`src/rtl/sysref_pkg.sv`:
```
package sysref_pkg;
  typedef enum logic [1:0] {
    MODE_CONT   = 2'd0,
    MODE_BURST  = 2'd1,
    MODE_REPEAT = 2'd2,
    MODE_OFF    = 2'd3
  } sr_mode_e;
endpackage

```
`src/rtl/sr_req_sync.sv`:
```
// Request synchroniser, clear gating and rising-edge detector.
module sr_req_sync #(
  parameter int STAGES = 2
) (
  input  logic clk,
  input  logic rst,
  input  logic enable,
  input  logic req_in,
  input  logic clr,
  input  logic clr_ignore,
  output logic rise
);
  logic [STAGES-1:0] sync_q;
  logic              gated;
  logic              gated_q;

  always_ff @(posedge clk) begin
    if (rst || !enable) sync_q <= '0;
    else                sync_q <= {sync_q[STAGES-2:0], req_in};
  end

  assign gated = sync_q[STAGES-1] & (clr_ignore | ~clr);

  always_ff @(posedge clk) begin
    if (rst || !enable) gated_q <= 1'b0;
    else                gated_q <= gated;
  end

  assign rise = gated & ~gated_q;


  single_edge_chk: assert property (@(posedge clk) disable iff (rst)
    (rise && enable) |=> !rise);
endmodule

```
`src/rtl/sr_div_chain.sv`:
```
// Pre-scaler followed by main divider; produces the high phase and the wrap strobe.
module sr_div_chain #(
  parameter int PRE_W = 2,
  parameter int DIV_W = 12
) (
  input  logic             clk,
  input  logic             rst,
  input  logic             enable,
  input  logic             restart,
  input  logic [PRE_W-1:0] pre_div,
  input  logic [DIV_W-1:0] main_div,
  input  logic             bypass,
  output logic             hi,
  output logic             wrap
);
  localparam int EFF_W = DIV_W + 1;

  logic [PRE_W-1:0] pcnt;
  logic [EFF_W-1:0] dcnt;
  logic [EFF_W-1:0] eff;
  logic             tick;
  logic             at_end;

  always_comb begin
    if (main_div < DIV_W'(2))
      eff = EFF_W'(2);
    else if (main_div[0] && !bypass)
      eff = {1'b0, main_div} + EFF_W'(1);
    else
      eff = {1'b0, main_div};
  end

  assign tick   = (pcnt >= pre_div);
  assign at_end = (dcnt >= eff - EFF_W'(1));
  assign wrap   = tick & at_end;
  assign hi     = (dcnt < (eff >> 1));

  always_ff @(posedge clk) begin
    if (rst || !enable || restart) pcnt <= '0;
    else if (tick)                 pcnt <= '0;
    else                           pcnt <= pcnt + PRE_W'(1);
  end

  always_ff @(posedge clk) begin
    if (rst || !enable || restart) dcnt <= '0;
    else if (tick)                 dcnt <= at_end ? '0 : dcnt + EFF_W'(1);
  end


  wrap_low_chk: assert property (@(posedge clk) disable iff (rst)
    wrap |-> !hi);
endmodule

```
`src/rtl/sr_burst_ctrl.sv`:
```
// Pulse counter gating the divider in burst mode.
module sr_burst_ctrl #(
  parameter int CNT_W = 4
) (
  input  logic             clk,
  input  logic             rst,
  input  logic             enable,
  input  logic             burst_mode,
  input  logic             rise,
  input  logic             wrap,
  input  logic [CNT_W-1:0] pulse_cnt,
  output logic             start,
  output logic             active
);
  localparam logic [CNT_W:0] FULL = {1'b1, {CNT_W{1'b0}}};

  logic [CNT_W:0] remaining;
  logic [CNT_W:0] load;

  assign load  = (pulse_cnt == '0) ? FULL : {1'b0, pulse_cnt};
  assign start = burst_mode & rise & ~active;

  always_ff @(posedge clk) begin
    if (rst || !enable || !burst_mode) begin
      active    <= 1'b0;
      remaining <= '0;
    end else if (start) begin
      active    <= 1'b1;
      remaining <= load;
    end else if (active && wrap) begin
      if (remaining == (CNT_W+1)'(1)) active <= 1'b0;
      remaining <= remaining - (CNT_W+1)'(1);
    end
  end


  count_live_chk: assert property (@(posedge clk) disable iff (rst)
    active |-> (remaining != '0 && remaining <= FULL));


  arm_only_on_req_chk: assert property (@(posedge clk) disable iff (rst)
    $rose(active) |-> $past(rise));
endmodule

```
`src/rtl/sysref_pulse_gen.sv`:
```
module sysref_pulse_gen
  import sysref_pkg::*;
#(
  parameter int PRE_W       = 2,
  parameter int DIV_W       = 12,
  parameter int CNT_W       = 4,
  parameter int SYNC_STAGES = 2
) (
  input  logic             clk,
  input  logic             rst,
  input  logic             enable,
  input  logic [1:0]       mode,
  input  logic [CNT_W-1:0] pulse_cnt,
  input  logic [PRE_W-1:0] pre_div,
  input  logic [DIV_W-1:0] main_div,
  input  logic             dly_bypass,
  input  logic             req_clr,
  input  logic             req_in,
  output logic             sysref_out
);
  sr_mode_e md;
  logic     rep_mode;
  logic     burst_mode;
  logic     rise;
  logic     start;
  logic     active;
  logic     hi;
  logic     wrap;
  logic     out_d;

  assign md         = sr_mode_e'(mode);
  assign rep_mode   = (md == MODE_REPEAT);
  assign burst_mode = (md == MODE_BURST);

  sr_req_sync #(.STAGES(SYNC_STAGES)) u_sync (
    .clk        (clk),
    .rst        (rst),
    .enable     (enable),
    .req_in     (req_in),
    .clr        (req_clr),
    .clr_ignore (rep_mode),
    .rise       (rise)
  );

  sr_div_chain #(.PRE_W(PRE_W), .DIV_W(DIV_W)) u_div (
    .clk      (clk),
    .rst      (rst),
    .enable   (enable),
    .restart  (start),
    .pre_div  (pre_div),
    .main_div (main_div),
    .bypass   (dly_bypass),
    .hi       (hi),
    .wrap     (wrap)
  );

  sr_burst_ctrl #(.CNT_W(CNT_W)) u_burst (
    .clk        (clk),
    .rst        (rst),
    .enable     (enable),
    .burst_mode (burst_mode),
    .rise       (rise),
    .wrap       (wrap),
    .pulse_cnt  (pulse_cnt),
    .start      (start),
    .active     (active)
  );

  always_comb begin
    unique case (md)
      MODE_CONT:   out_d = hi;
      MODE_BURST:  out_d = active & hi;
      MODE_REPEAT: out_d = rise;
      default:     out_d = 1'b0;
    endcase
  end

  always_ff @(posedge clk) begin
    if (rst || !enable) sysref_out <= 1'b0;
    else                sysref_out <= out_d;
  end


  disabled_quiet_chk: assert property (@(posedge clk) disable iff (rst)
    !enable |=> !sysref_out);


  off_mode_quiet_chk: assert property (@(posedge clk) disable iff (rst)
    (md == MODE_OFF) |=> !sysref_out);


  repeat_one_cycle_chk: assert property (@(posedge clk) disable iff (rst)
    (sysref_out && md == MODE_REPEAT && $past(md) == MODE_REPEAT)
      |=> !sysref_out);
endmodule

```
`config.mk`:
```
export PLATFORM = sky130hd
export DESIGN_NAME = sysref_pulse_gen
export DESIGN_NICKNAME = d
export VERILOG_FILES = /design/src/rtl/sysref_pkg.sv /design/src/rtl/sr_req_sync.sv /design/src/rtl/sr_div_chain.sv /design/src/rtl/sr_burst_ctrl.sv /design/src/rtl/sysref_pulse_gen.sv
export SDC_FILE = /design/constraint.sdc
export NUM_CORES = 1
export LEC_CHECK = 0
export CORE_ASPECT_RATIO = 0.75
export CORE_MARGIN = 4
export CORE_UTILIZATION = 55
export CTS_CLUSTER_DIAMETER = 30
export CTS_CLUSTER_SIZE = 24
export DETAILED_ROUTE_END_ITERATION = 7
export GPL_ROUTABILITY_DRIVEN = 0
export PLACE_DENSITY = 0.79
export SYNTH_ARGS = -nofsm -noshare
export SYNTH_HDL_FRONTEND = slang
export SYNTH_SLANG_ARGS = --single-unit
```
`constraint.sdc`:
```
create_clock -name clk -period 5.4 [get_ports clk]
set_clock_uncertainty 0.1 [all_clocks]
set_input_delay 1.08 -clock clk [delete_from_list [all_inputs] [get_ports clk]]
set_output_delay 1.08 -clock clk [all_outputs]
set_load 0.02 [all_outputs]
```
==> results.tsv <==
stage	metric	value	unit
power_and_ir_drop	ir_worst_vdd	0.0991	mV
finish	area_growth	15.3	%
yosys	synth_area	2400	sq um
cts	h-tree-depth	1	
timing	timing.final.crit_share	90.1	%
yosys	syn-mean-instance-area	7.94	sq um
worst_hold_path	hold_path_class	reg -> reg	
worst_setup_path	path_max_fanout	6	
timing	worstMarginPinSlew	0.814	ns
floorplanning	floorplan.initialDensity	58.1	%
cts	cts_tree	yes	
cts	clock_path_buffers	2	
worst_setup_path	start_kind	input port	
yosys	syn_inst	302	
timing	fin_hold_ws	0.333	ns
cts	post-cts-setup-buffer-count	0	
floorplanning	core-area	4130	sq um
floorplanning	fp-row-count	20	
cts	postCtsHoldBufs	0	
yosys	synth.area.top_cells	dfxtp_1, ha_1, xnor2_1	
cts	cts_resized	0	
yosys	yosys_warnings	0	
timing	finalCriticalPeriod	4.87	ns
cts	worstSkewPairLatency	0.27	ns
yosys	synth.net_count	359	
flow_run	cap_violations	0	
yosys	synth_seq_area_share	20.9	%
finish	antenna_cells	0	
cts	clk_pin_slew	0.08	ns
placed_design	io_buffers	26	
global_routing	grtUsageMet2	31.2	%
global_routing	grt_max_degree	14	
yosys	async_flop_share	0	%
floorplanning	die-area	5490	sq um
floorplanning	die_x	84.3	um
global_routing	grtUsageMet3	4.51	%
timing	drv_slew	0	
worst_setup_path	crit_type	in -> reg	
cts	cts_buffers	3	
timing	fmax	0.205	GHz
detailed_routing	wl_per_cell	14.6	um
timing	max_slew_margin	45.2	%
detailed_routing	drt_iter0_drc	151	
placed_design	place_inst	379	
placed_design	dpl.hpwl	4590	um
global_routing	grtUsageMet1	31.0	%
power_and_ir_drop	power_density	143	nW/um^2
detailed_routing	ant_nets	0	
global_routing	grt_pass1_vias	2069	
outcome	outcome	complete, no violations	
floorplanning	io_pins	27	
finish	nNetsFinal	386	
floorplanning	dieHeight	65.2	um
worst_setup_path	worstPathArrival	4.97	ns
global_routing	gr-usage-all-layers	20.6	%
cts	cts-root-buf	clkbuf_8	
timing	setup_tns	0	ns
timing	final-hold-violation-count	0	
yosys	yosys.area.top_type	dfxtp_1	
finish	instances_no_fill	383	
global_routing	grt_pass1_wl	9440	um
detailed_routing	drc	0	
yosys	synth_most_common_cell	nor2_1	
global_routing	grt-ovfl-total	0	
detailed_routing	vias_per_cell	5.85	
timing	rsz0062_at_grt	no	
detailed_routing	dr_total_vias	2239	
detailed_routing	routed_wl	5610	um
global_routing	grt-busiest-layer	met2	
finish	drive_above_1_share	5.79	%
cts	cts.sink_count	25	
yosys	synth_top_area_share	20.9	%
yosys	synth_flop_cell	dfxtp_1	
yosys	synth_edf_count	0	
worst_setup_path	end_kind	flop	
global_routing	antenna_found_initial	0	
worst_setup_path	critical_path_required	5.50	ns
yosys	synth_seq_cells	25	
yosys	synthDistinctLibCells	52	
timing	setup_viol	0	
power_and_ir_drop	p_leak	1.16	nW
yosys	synthTopCellsByCount	nor2_1, ha_1, dfxtp_1	
detailed_routing	dr.pass1.iters	4	
## through the flow
stage	total power, mW	util, %	worst slack [ns]	area, sq um
after CTS	0.398	67.0	0.564	2770
final	0.397	67.0	0.533	2770
after detailed placement	0.287	65.9	0.339	2720
after global routing	0.416	67.0	0.241	2770
after global placement	0.286	65.9	0.414	2720
after floorplan	0.250	-	1.15	2400
## kinds of logic (layout without fill, tap and decap cells)
group	Yosys count	count (layout)	share of synthesized area (%)
flip-flops	25	25	20.9
AND/OR/NAND/NOR	138	138	31.2
multiplexers	3	3	1.36
XOR/XNOR	35	35	12.8
adder cells (fa/ha/maj)	31	31	16.2
AO/OA/AOI/OAI	50	50	13.9
buffers and inverters	20	46	3.70
## flip-flops by register name, summed over array words and instances, names as in the netlist
signal             cells
u_div.dcnt            13
u_burst.remaining      5
u_div.pcnt             2
u_sync.sync_q          2
sysref_out             1
u_burst.active         1
u_sync.gated_q         1
## path summary, 6_finish.rpt
check,from,endpoint,slack [ns],depth (start not counted)
worst min register to register,u_sync.sync_q[0],u_sync.sync_q[1],0.33,1
worst min-delay path,u_sync.sync_q[0],u_sync.sync_q[1],0.33,1
worst max-delay path,main_div[1],u_burst.remaining[3],0.53,15
worst max register to register,u_div.dcnt[2],u_burst.remaining[3],3.14,7
## worst max-delay path: stages
cell,delay (ns)
clkdlybuf4s50_1,0.53
ha_1,0.27
nand4b_4,0.18
nor3_2,0.32
mux2_2,0.37
o31ai_1,0.27
and3_1,0.21
xor2_1,0.17
ha_1,0.28
a21oi_1,0.16
nand2_1,0.06
a21o_1,0.22
o311a_1,0.39
mux2_1,0.32
a21oi_1,0.13
## where the power goes
part	switching (mW)	leakage [nW]	internal, mW	total, mW
Sequential	0.00135	0.202	0.186	0.188
Combinational	0.0514	0.935	0.0458	0.0972
Clock	0.0589	0.0228	0.0528	0.112
## final cells by class
type | instances | area (sq um)
Multi-Input combinational cell | 257 | 1810
Sequential cell | 25 | 500
Inverter | 10 | 37.5
Clock buffer | 4 | 45.0
Tap cell | 55 | 68.8
Timing Repair Buffer | 32 | 305
Fill cell | 356 | 1360
## placed cells by master, fill, tap and decap left out, types with 4 or more instances in the layout
cell             Yosys  final
ha_1                31     31
buf_4                2      6
a21o_1               7      7
xor2_1              13     13
nand2b_1             7      7
and2_1               4      4
clkdlybuf4s50_1      0     26
xnor2_1             22     22
inv_1               10     10
dfxtp_1             25     25
nor2_1              35     35
nor4_1               4      4
nand2_1             24     24
nor3_1              11     11
a21oi_1             14     14
o21ai_0              7      7
and3_1              10     10
nand3_1             13     13
nand4_1             12     12
## routing by layer
metal / vias up / part of all wire [%]
li1: 1132 / -
met4: 0 / 0
met2: 61 / 41
met5: - / 0
met3: 0 / 7.6
met1: 1046 / 51
(Power assumes the default switching activity.)
